$ cat src/rtl/fbr_pkg.sv
package fbr_pkg;
  typedef enum logic [1:0] {
    ST_IDLE    = 2'd0,
    ST_READ    = 2'd1,
    ST_DRAIN   = 2'd2,
    ST_RELEASE = 2'd3
  } fbr_state_e;
endpackage

$ cat src/rtl/fbr_down_cnt.sv
module fbr_down_cnt #(
  parameter int W = 2
) (
  input  logic         clk,
  input  logic         rst,
  input  logic         load,
  input  logic [W-1:0] load_val,
  input  logic         dec,
  output logic         zero
);
  logic [W-1:0] val_q;

  always_ff @(posedge clk) begin
    if (rst)                       val_q <= '0;
    else if (load)                 val_q <= load_val;
    else if (dec && val_q != '0)   val_q <= val_q - 1'b1;
  end

  assign zero = (val_q == '0);
endmodule

$ cat src/rtl/fbr_ctrl.sv
module fbr_ctrl
  import fbr_pkg::*;
#(
  parameter int LATENCY     = 2,
  parameter int SLACK_WORDS = 2
) (
  input  logic clk,
  input  logic rst,
  input  logic wm_flag,
  input  logic sink_ready,
  output logic cs_n,
  output logic oe_n,
  output logic rd_n
);
  localparam int EXTRA_RD  = SLACK_WORDS - 1;
  localparam int CNT_MAX   = (EXTRA_RD > LATENCY) ? EXTRA_RD : LATENCY;
  localparam int CNT_W     = $clog2(CNT_MAX + 1);
  localparam int DRAIN_LDI = (EXTRA_RD > 0) ? EXTRA_RD - 1 : 0;
  localparam int HOLD_LDI  = (LATENCY > 0) ? LATENCY - 1 : 0;
  localparam logic [CNT_W-1:0] DRAIN_LD = CNT_W'(DRAIN_LDI);
  localparam logic [CNT_W-1:0] HOLD_LD  = CNT_W'(HOLD_LDI);

  fbr_state_e       st_q, st_d;
  logic             cs_q, oe_q, rd_q;
  logic             cs_d, oe_d, rd_d;
  logic             cnt_load, cnt_dec, cnt_zero;
  logic [CNT_W-1:0] cnt_val;
  logic             has_drain;

  generate
    if (EXTRA_RD > 0) begin : g_drain
      assign has_drain = 1'b1;
    end else begin : g_nodrain
      assign has_drain = 1'b0;
    end
  endgenerate

  fbr_down_cnt #(.W(CNT_W)) u_cnt (
    .clk      (clk),
    .rst      (rst),
    .load     (cnt_load),
    .load_val (cnt_val),
    .dec      (cnt_dec),
    .zero     (cnt_zero)
  );

  always_comb begin
    st_d     = st_q;
    cs_d     = cs_q;
    oe_d     = oe_q;
    rd_d     = rd_q;
    cnt_load = 1'b0;
    cnt_val  = HOLD_LD;
    cnt_dec  = 1'b0;
    unique case (st_q)
      ST_IDLE: begin
        if (wm_flag && sink_ready) begin
          st_d = ST_READ;
          cs_d = 1'b0;
          oe_d = 1'b0;
          rd_d = 1'b0;
        end
      end
      ST_READ: begin
        if (!wm_flag) begin
          cnt_load = 1'b1;
          if (has_drain) begin
            st_d    = ST_DRAIN;
            cnt_val = DRAIN_LD;
          end else begin
            st_d    = ST_RELEASE;
            rd_d    = 1'b1;
            cnt_val = HOLD_LD;
          end
        end
      end
      ST_DRAIN: begin
        if (cnt_zero) begin
          st_d     = ST_RELEASE;
          rd_d     = 1'b1;
          cnt_load = 1'b1;
          cnt_val  = HOLD_LD;
        end else begin
          cnt_dec = 1'b1;
        end
      end
      ST_RELEASE: begin
        if (cnt_zero) begin
          st_d = ST_IDLE;
          cs_d = 1'b1;
          oe_d = 1'b1;
        end else begin
          cnt_dec = 1'b1;
        end
      end
      default: st_d = ST_IDLE;
    endcase
  end

  always_ff @(posedge clk) begin
    if (rst) begin
      st_q <= ST_IDLE;
      cs_q <= 1'b1;
      oe_q <= 1'b1;
      rd_q <= 1'b1;
    end else begin
      st_q <= st_d;
      cs_q <= cs_d;
      oe_q <= oe_d;
      rd_q <= rd_d;
    end
  end

  assign cs_n = cs_q;
  assign oe_n = oe_q;
  assign rd_n = rd_q;
endmodule

$ cat src/rtl/fbr_lat_pipe.sv
module fbr_lat_pipe #(
  parameter int DATA_W  = 16,
  parameter int LATENCY = 2
) (
  input  logic              clk,
  input  logic              rst,
  input  logic              strobe_taken,
  input  logic [DATA_W-1:0] bus_data,
  output logic              out_valid,
  output logic [DATA_W-1:0] out_data
);
  logic [LATENCY-1:0] hist_q;

  generate
    for (genvar i = 0; i < LATENCY; i++) begin : g_hist
      if (i == 0) begin : g_head
        always_ff @(posedge clk) begin
          if (rst) hist_q[0] <= 1'b0;
          else     hist_q[0] <= strobe_taken;
        end
      end else begin : g_tail
        always_ff @(posedge clk) begin
          if (rst) hist_q[i] <= 1'b0;
          else     hist_q[i] <= hist_q[i-1];
        end
      end
    end
  endgenerate

  always_ff @(posedge clk) begin
    if (rst) begin
      out_valid <= 1'b0;
      out_data  <= '0;
    end else begin
      out_valid <= hist_q[LATENCY-1];
      if (hist_q[LATENCY-1]) out_data <= bus_data;
    end
  end
endmodule

$ cat src/rtl/fbr_read_master.sv
module fbr_read_master #(
  parameter int DATA_W      = 16,
  parameter int LATENCY     = 2,
  parameter int SLACK_WORDS = 2
) (
  input  logic              clk,
  input  logic              rst,
  input  logic              wm_flag_i,
  input  logic [DATA_W-1:0] bus_data_i,
  output logic              cs_n_o,
  output logic              oe_n_o,
  output logic              rd_n_o,
  output logic              m_valid_o,
  output logic [DATA_W-1:0] m_data_o,
  input  logic              m_ready_i
);
  logic cs_n, oe_n, rd_n, taken;

  fbr_ctrl #(.LATENCY(LATENCY), .SLACK_WORDS(SLACK_WORDS)) u_ctrl (
    .clk        (clk),
    .rst        (rst),
    .wm_flag    (wm_flag_i),
    .sink_ready (m_ready_i),
    .cs_n       (cs_n),
    .oe_n       (oe_n),
    .rd_n       (rd_n)
  );

  assign taken = ~cs_n & ~rd_n;

  fbr_lat_pipe #(.DATA_W(DATA_W), .LATENCY(LATENCY)) u_pipe (
    .clk          (clk),
    .rst          (rst),
    .strobe_taken (taken),
    .bus_data     (bus_data_i),
    .out_valid    (m_valid_o),
    .out_data     (m_data_o)
  );

  assign cs_n_o = cs_n;
  assign oe_n_o = oe_n;
  assign rd_n_o = rd_n;
endmodule

$ cat config.mk
export PLATFORM = sky130hd
export DESIGN_NAME = fbr_read_master
export DESIGN_NICKNAME = d
export VERILOG_FILES = /design/src/rtl/fbr_pkg.sv /design/src/rtl/fbr_down_cnt.sv /design/src/rtl/fbr_ctrl.sv /design/src/rtl/fbr_lat_pipe.sv /design/src/rtl/fbr_read_master.sv
export SDC_FILE = /design/constraint.sdc
export NUM_CORES = 1
export LEC_CHECK = 0
export BUFFER_PORTS_ARGS = -buffer_cell sky130_fd_sc_hd__buf_4
export CORE_MARGIN = 2
export CORE_UTILIZATION = 30
export CTS_CLUSTER_DIAMETER = 80
export DETAILED_ROUTE_END_ITERATION = 8
export GPL_ROUTABILITY_DRIVEN = 0
export PLACE_DENSITY_LB_ADDON = 0.15
export SLEW_MARGIN = 20
export SYNTH_ARGS = -nofsm -noshare
export SYNTH_HDL_FRONTEND = slang
export SYNTH_SLANG_ARGS = --single-unit
$ cat constraint.sdc
create_clock -name clk -period 1.8 [get_ports clk]
set_clock_uncertainty 0.2 [all_clocks]
set_input_delay 0.27 -clock clk [delete_from_list [all_inputs] [get_ports clk]]
set_output_delay 0.27 -clock clk [all_outputs]
set_load 0.05 [all_outputs]
==> key figures, run 1 <==
CTS
  • Clk Latency, worst-skew pair: about 320 ps
  • Worst-case clock buffer depth: 2
  • Number of clock sinks seen by CTS: 25
  • Level count of the clock H-tree: 1
  • Number of buffers created by CTS: 3
  • Root buf cell: sky130_fd_sc_hd__clkbuf_4
  • TritonCTS clock tree: built
  • Post-CTS clock slew at the launch and capture registers of the worst setup and hold paths: 150 ps
  • Post-CTS setup buffer count: 0

Global routing
  • Pin count of the biggest net entering global routing: 27
  • Number of antenna violations at the first check in global routing: 0
  • Global-route wire length before repair: 4100 µm
  • Gr usage total: about 13%
  • Total global routing overflow: 0
  • Via count of the first global-routing pass: 950

Timing
  • Final Hold Fails: 0
  • Least setup slack across all paths after layout: ~110 ps
  • Highest Clock Rate: 591 MHz
  • Final period util: 94.0%
  • Min cycle time layout: 1690 ps
  • Worst max-slew margin expressed relative to the limit: 77.0%
  • Least-Margin Pin Slew: 345 ps
  • Max-slew violation total from the final report: 0
  • # setup viols final: 0

Power and ir drop
  • Power density over cell area: 955 mW/mm²
  • Maximum ir drop on the vdd rail: 0.481 mV
  • Leakage: 0.676 nW

Detailed routing
  • Number of iterations in the first detailed-routing pass: 4
  • Count of vias placed by the detailed router: 902
  • Per-cell routed wire length: about 12 µm
  • ANT nets after route: 0
  • DRC errors left: 0
  • Wire length after detailed routing: approximately 2400 µm
  • Drt via density: about 4.4
  • Drt first-iter violations: 17

Placement
  • Number of cells after detailed placement: 186
  • Quantity of I/O buffers inserted on ports: 39
  • Worst setup slack after placement: 102 ps
  • Final HPWL DP: roughly 1600 µm

Run status
  • Result of the run: finished, final reports clean

Critical path
  • Category of the critical setup timing path: register to register
  • Reg2Reg Setup Slack: 110 ps
  • Worst Path Max Fanout: 4
  • Worst path required time: 1820 ps
  • Sort of element at the end of the critical path: register
  • Startpoint type of the worst setup path: register
  • Arrival time worst endpoint: 1710 ps
  • Length in cells of the worst reg-to-reg path: 5

Finish
  • Multi-input gate area: 546 µm²
  • Filler Cells Inserted: 337
  • Area added between synthesis and finish: 47.8%
  • Post-route insts no fill: 206
  • FF+latch area: 500 µm²
  • Number of antenna repair diodes: 0
  • Fin nets: approximately 190
  • Layout cells sized above 1: roughly a third

Die
  • Rows: 21
  • DIE AREA: 0.00415 mm²
  • Core footprint: 0.00342 mm²
  • Number of I/O pins: 40
  • Initial Util: 32.1%
  • DIE HEIGHT: 64.4 µm
  • Die boundary width: between 60 and 70 µm

Yosys
  • Dominant cell by count in the synthesized netlist: sky130_fd_sc_hd__dfxtp_1
  • Synth top cells by count: sky130_fd_sc_hd__dfxtp_1 (25), sky130_fd_sc_hd__nor2_1 (18), sky130_fd_sc_hd__mux2i_1 (16)
  • Post-synthesis async set-or-reset flop share: 0%
  • Number of cells produced by synthesis: around 110
  • Synthesis Warnings: 0
  • Synthesized cell area: 0.00110 mm²
  • Synth top area share: between 40 and 50%
  • Synth top area cells: sky130_fd_sc_hd__dfxtp_1 (46%), sky130_fd_sc_hd__mux2i_1 (15%), sky130_fd_sc_hd__ha_1 (9.1%), sky130_fd_sc_hd__nor2_1 (6.2%), sky130_fd_sc_hd__a2111oi_2 (2.7%)
  • Most used flip-flop cell after synthesis: sky130_fd_sc_hd__dfxtp_1
  • Share of the yosys chip area belonging to registers: 45.7%
  • Number of flops mapped to enable cells by yosys: 0
  • Yosys reg bits: 25
  • Syn nets: approximately 130
  • Avg Cell Area, Syn: 10.4 µm²
  • Cell variety after synth: 24
  • Area leader, netlist: sky130_fd_sc_hd__dfxtp_1

Flow run
  • Max-cap viol count: 0

Hold path
  • Number of cells traversed by the worst hold path: 4
  • Hold Crit Class: input pin to register
[path summary, 6_finish.rpt]
kind,startpoint,end
setup / recovery,u_ctrl.st_q[0],u_ctrl.u_cnt.val_q[0]
setup reg to reg,u_ctrl.st_q[0],u_ctrl.u_cnt.val_q[0]
hold / removal,wm_flag_i,u_ctrl.st_q[1]
hold reg to reg,u_pipe.hist_q[0],u_pipe.hist_q[1]
[cell usage in the layout (no fill, tap or decap)]
cell type                        n
sky130_fd_sc_hd__buf_4          41
sky130_fd_sc_hd__dfxtp_1        25
sky130_fd_sc_hd__nor2_1         18
sky130_fd_sc_hd__mux2i_1        16
sky130_fd_sc_hd__dlygate4sd3_1  16
sky130_fd_sc_hd__ha_1            8
sky130_fd_sc_hd__inv_1           5
sky130_fd_sc_hd__a21oi_1         5
sky130_fd_sc_hd__nor2b_1         3
sky130_fd_sc_hd__o21bai_1        3
sky130_fd_sc_hd__clkbuf_4        3
sky130_fd_sc_hd__nand2_1         2
sky130_fd_sc_hd__a2111oi_2       2
sky130_fd_sc_hd__nor3_1          1
sky130_fd_sc_hd__a21bo_4         1
sky130_fd_sc_hd__and3_4          1
sky130_fd_sc_hd__nand4_1         1
sky130_fd_sc_hd__o31ai_1         1
sky130_fd_sc_hd__o21ba_4         1
sky130_fd_sc_hd__nor2_2          1
sky130_fd_sc_hd__nand2b_1        1
sky130_fd_sc_hd__nand3_1         1
sky130_fd_sc_hd__a31oi_1         1
sky130_fd_sc_hd__a211oi_2        1
sky130_fd_sc_hd__a311oi_2        1
sky130_fd_sc_hd__clkinvlp_4      1
[cell families (layout without fill, tap and decap cells)]
kind of cell | Yosys count | after routing | synth area share [%]
DFF | 25 | 25 | 45.7
and+or+nand+nor | 29 | 29 | 12.2
muxes | 16 | 16 | 14.6
buffers and inverters | 11 | 66 | 5.14
AOI/OAI and AO/OA | 16 | 16 | 13.2
adders and majority gates | 8 | 8 | 9.13
[per-stage QoR]
stage | cell area [µm²] | hold WS, ps | utilization, % | TNS [ps] | power [W]
global placement | 1420 | 233 | 41.7 | 0 | 0.00125
finish | 1620 | 94.0 | 47.4 | 0 | 0.00155
CTS | 1610 | 80.8 | 47.3 | 0 | 0.00155
floorplan | 1100 | 214 | - | 0 | 0.00110
global route | 1620 | 77.9 | 47.4 | -4.58 | 0.00166
detailed placement | 1420 | 235 | 41.7 | 0 | 0.00125
[layer usage]
layer / share of wire (%) / GRT usage, %
met5: 0 / 0
met4: 0.79 / 5.59
met3: 4.8 / 2.43
met2: 53 / 23.4
met1: 42 / 13.8
[flip-flops by register name, indices dropped and copies added, names as in the netlist]
signal	cells
u_ctrl.rd_n	1
u_ctrl.cs_n	1
u_pipe.hist_q	2
u_ctrl.u_cnt.val_q	2
u_pipe.out_data	16
u_ctrl.st_q	2
u_pipe.out_valid	1
[cell type report]
cell class	count	area share [%]
Multi-Input combinational cell	69	33.7
Sequential cell	25	30.9
Timing Repair Buffer	57	28.9
Tap cell	46	3.55
Clock buffer	3	1.39
Inverter	5	1.16
Clock inverter	1	0.463
[critical path: stages, from the launching register on]
cell                        delay (ps)
sky130_fd_sc_hd__dfxtp_1           400
sky130_fd_sc_hd__inv_1             110
sky130_fd_sc_hd__ha_1              270
sky130_fd_sc_hd__o21ba_4           240
sky130_fd_sc_hd__a311oi_2          290
sky130_fd_sc_hd__a2111oi_2          80
[where the power goes]
group | switching (W) | internal, W
clock | 0.000177 | 0.0000848
sequential | 0.0000542 | 0.000606
combinational | 0.000353 | 0.000272
total | 0.000584 | 0.000963
[timing repair]
item                                    CTS  global route
endpoints found under the setup margin    0             1
endpoints found under the hold margin    16             0
resized for setup                         0             1
hold buffers                             16             0
Power figures use the tool's default switching activity.
==> run 2: changes to the inputs <==
ABC_AREA = 1   (was not set)
PLACE_DENSITY_LB_ADDON = not set   (was 0.15)
==> run 2 against run 1 <==
Cell area shrank 1.6%; global-route usage grew 0.99 points; sequential cell count is the same; synthesized cell count grew 35%; non-clock buffer count is the same; final cell count grew 18%; clock-buffer cell count is the same; highest routed layer unchanged.
==> key figures, run 2 <==
Run status
  • Result of the run: finished, final reports clean (unchanged)

CTS
  • Post-CTS clock slew at the launch and capture registers of the worst setup and hold paths: 150 ps (about the same)
  • Level count of the clock H-tree: 1 (unchanged)
  • Worst-case clock buffer depth: 2 (unchanged)
  • Root buf cell: sky130_fd_sc_hd__clkbuf_4 (unchanged)
  • Number of clock sinks seen by CTS: 25 (unchanged)
  • Clk Latency, worst-skew pair: 320 ps (about the same)
  • TritonCTS clock tree: built (unchanged)
  • Number of buffers created by CTS: 3 (unchanged)
  • Number of instances resized during post-cts repair: 0 (unchanged)

Placement
  • Quantity of I/O buffers inserted on ports: 39 (unchanged)
  • Number of cells after detailed placement: 223 (was 186)
  • Final HPWL DP: 1730 µm (was 1640 µm)
  • Worst setup slack after placement: 321 ps (was 102 ps)

Yosys
  • Avg Cell Area, Syn: 7.55 µm² (was 10.4 µm²)
  • Synthesis Warnings: 0 (unchanged)
  • Number of cells produced by synthesis: 142 (was 105)
  • Synthesized cell area: 0.00107 mm² (was 0.00110 mm²)
  • Yosys reg bits: 25 (unchanged)
  • Dominant cell by count in the synthesized netlist: sky130_fd_sc_hd__nor2_1 (was sky130_fd_sc_hd__dfxtp_1)
  • Share of the yosys chip area belonging to registers: 46.7% (was 45.7%)
  • Synth top area share: 46.7% (was 45.7%)
  • Syn nets: 170 (was 133)
  • Most used flip-flop cell after synthesis: sky130_fd_sc_hd__dfxtp_1 (unchanged)
  • Cell variety after synth: 15 (was 24)
  • Area leader, netlist: sky130_fd_sc_hd__dfxtp_1 (unchanged)
  • Post-synthesis async set-or-reset flop share: 0% (unchanged)
  • Synth top area cells: sky130_fd_sc_hd__dfxtp_1 (47%), sky130_fd_sc_hd__nor2_1 (15%), sky130_fd_sc_hd__ha_1 (9.3%), sky130_fd_sc_hd__o21ai_0 (8.9%), sky130_fd_sc_hd__nand2_1 (7.4%) (was sky130_fd_sc_hd__dfxtp_1 (46%), sky130_fd_sc_hd__mux2i_1 (15%), sky130_fd_sc_hd__ha_1 (9.1%), sky130_fd_sc_hd__nor2_1 (6.2%), sky130_fd_sc_hd__a2111oi_2 (2.7%))
  • Synth top cells by count: sky130_fd_sc_hd__nor2_1 (42), sky130_fd_sc_hd__dfxtp_1 (25), sky130_fd_sc_hd__nand2_1 (21) (was sky130_fd_sc_hd__dfxtp_1 (25), sky130_fd_sc_hd__nor2_1 (18), sky130_fd_sc_hd__mux2i_1 (16))
  • Number of flops mapped to enable cells by yosys: 0 (unchanged)

Die
  • Number of I/O pins: 40 (unchanged)
  • Initial Util: 31.6% (was 32.1%)
  • DIE AREA: 0.00407 mm² (was 0.00415 mm²)
  • DIE HEIGHT: 63.8 µm (was 64.4 µm)
  • Core footprint: 0.00339 mm² (was 0.00342 mm²)
  • Rows: 21 (unchanged)
  • Die boundary width: 63.8 µm (was 64.4 µm)

Finish
  • Number of flip-flops in the largest register: 16 (unchanged)
  • Register bank with the most flops: u_pipe.out_data (unchanged)
  • Post-route insts no fill: 244 (was 206)
  • Most common cell after layout, fill and taps aside: sky130_fd_sc_hd__nor2_1 (was sky130_fd_sc_hd__buf_4)
  • Commonest cells after routing, fill and taps aside: sky130_fd_sc_hd__nor2_1 (42), sky130_fd_sc_hd__buf_4 (40), sky130_fd_sc_hd__dfxtp_1 (25), sky130_fd_sc_hd__nand2_1 (21), sky130_fd_sc_hd__o21ai_0 (19) (was sky130_fd_sc_hd__buf_4 (41), sky130_fd_sc_hd__dfxtp_1 (25), sky130_fd_sc_hd__nor2_1 (18), sky130_fd_sc_hd__mux2i_1 (16), sky130_fd_sc_hd__dlygate4sd3_1 (16))
  • End-of-flow core utilization: 47.0% (was 47.4%)
  • Area added between synthesis and finish: 48.7% (was 47.8%)
  • Number of antenna repair diodes: 0 (unchanged)
  • Layout cells sized above 1: 24.2% (was 33.1%)
  • Fin nets: 227 (was 189)

Hold path
  • Number of cells traversed by the worst hold path: 4 (unchanged)
  • Hold Crit Class: input pin to register (unchanged)

Global routing
  • Number of antenna violations at the first check in global routing: 0 (unchanged)
  • Gr usage total: 13.6% (was 12.6%)
  • Pin count of the biggest net entering global routing: 22 (was 27)
  • Global-route wire length before repair: 4360 µm (was 4100 µm)
  • Via count of the first global-routing pass: 1011 (was 950)
  • Total global routing overflow: 0 (unchanged)

Critical path
  • Sort of element at the end of the critical path: register (unchanged)
  • Cells along the critical path: dlygate4sd3_1, buf_4, inv_1, o21ai_0, nor2_1 (was inv_1, ha_1, o21ba_4, a311oi_2, a2111oi_2)
  • Critical Path Slowest Stage Cell: sky130_fd_sc_hd__dlygate4sd3_1 (was sky130_fd_sc_hd__dfxtp_1)
  • Startpoint type of the worst setup path: input pin (was register)
  • Worst Path Max Fanout: 21 (was 4)
  • Category of the critical setup timing path: input pin to register (was register to register)
  • Length in cells of the worst reg-to-reg path: 8 (was 5)
  • Reg2Reg Setup Slack: 310 ps (was 110 ps)
  • Worst path max stage delay: 540 ps (was 400 ps)
  • Arrival time worst endpoint: 1700 ps (was 1710 ps)
  • Worst path required time: 1870 ps (was 1820 ps)

Timing
  • Min cycle time layout: 1630 ps (was 1690 ps)
  • Least-Margin Pin Slew: 556 ps (was 345 ps)
  • Final period util: 90.7% (was 94.0%)
  • RSZ-0062 raised after global routing: false
  • Final Hold Fails: 0 (unchanged)
  • Worst max-slew margin expressed relative to the limit: 62.9% (was 77.0%)
  • WHS: 70.9 ps (was 94.0 ps)
  • Max-slew violation total from the final report: 0 (unchanged)
  • Least setup slack across all paths after layout: 168 ps (was 108 ps)
  • # setup viols final: 0 (unchanged)
  • Highest Clock Rate: 613 MHz (was 591 MHz)
  • Total Neg Setup Slack: 0 ps (unchanged)

Detailed routing
  • Drt first-iter violations: 40 (was 17)
  • Count of vias placed by the detailed router: 1050 (was 902)
  • Drt via density: 4.30 (was 4.38)
  • DRC errors left: 0 (unchanged)
  • Number of iterations in the first detailed-routing pass: 4 (unchanged)
  • ANT nets after route: 0 (unchanged)
  • Wire length after detailed routing: 2540 µm (was 2410 µm)
  • Per-cell routed wire length: 10.4 µm (was 11.7 µm)

Power and ir drop
  • Power density over cell area: 958 mW/mm² (was 955 mW/mm²)
  • Maximum ir drop on the vdd rail: 0.368 mV (was 0.481 mV)
  • Leakage: 0.785 nW (was 0.676 nW)

Flow run
  • Max-cap viol count: 0 (unchanged)
## run 2: changes by cell type in the layout (fill, tap and decap cells not counted), sizes merged, moves of 3 or more
cell	change
inv	+7
mux2i	-16
nand2	+21
nor2	+24
nor2b	-3
o21ai	+19
o21bai	-3
## run 2: what timing repair did
item,4_1_cts,5_1_grt
endpoints found under the hold margin,20,0
hold buffers,17,0
buffers inserted,0,0
## run 2: critical path: cells and delay by family
family | cells | cell delay (ps)
AOI/OAI and AO/OA | 1 | 200
and+or+nand+nor | 1 | 130
buffers and inverters | 3 | 1100
## run 2: final timing paths
kind               startpoint                  to
min                 m_ready_i         u_ctrl.cs_n
max                       rst  u_pipe.out_data[4]
min reg2reg  u_pipe.hist_q[0]    u_pipe.hist_q[1]
max reg2reg    u_ctrl.st_q[0]      u_ctrl.st_q[1]
## run 2: logic make-up (layout without fill, tap and decap cells)
kind of cell    count (synthesis)  in the layout  share of synthesized area [%]
buf+inv                        17             73                           7.58
simple gates                   70             70                           26.1
fa+ha+maj                       8              8                           9.34
compound gates                 22             22                           10.3
flops                          25             25                           46.7
## run 2: report_power, final
part / internal (W) / total, W / leakage (nW) / switching (W)
sequential: 0.000615 / 0.000661 / 0.203 / 0.0000460
combinational: 0.000232 / 0.000606 / 0.569 / 0.000374
clock: 0.0000848 / 0.000260 / 0.0139 / 0.000176
total: 0.000932 / 0.00153 / 0.785 / 0.000595
## run 2: through the flow
| stage | total power, W | cell area, µm² |
|---|---|---|
| global placement | 0.00124 | 1390 |
| floorplan | 0.00111 | 1070 |
| global route | 0.00165 | 1590 |
| finish | 0.00153 | 1590 |
| CTS | 0.00155 | 1590 |
| detailed placement | 0.00125 | 1390 |
## run 2: area by class of cell
class | count | area, µm²
Clock inverter | 1 | 7.51
Fill cell | 334 | 1800
Tap cell | 46 | 57.6
Multi-Input combinational cell | 100 | 490
Clock buffer | 3 | 22.5
Sequential cell | 25 | 500
Timing Repair Buffer | 57 | 470
Inverter | 12 | 45.0
## run 2: layer usage
metal | share of wire [%] | up-vias | GRT usage [%]
li1 | - | 550 | -
met1 | 44 | 460 | 16.2
met5 | 0 | - | 0
met3 | 4.9 | 4 | 2.11
met4 | 1.9 | 0 | 7.34
met2 | 50 | 36 | 23.3
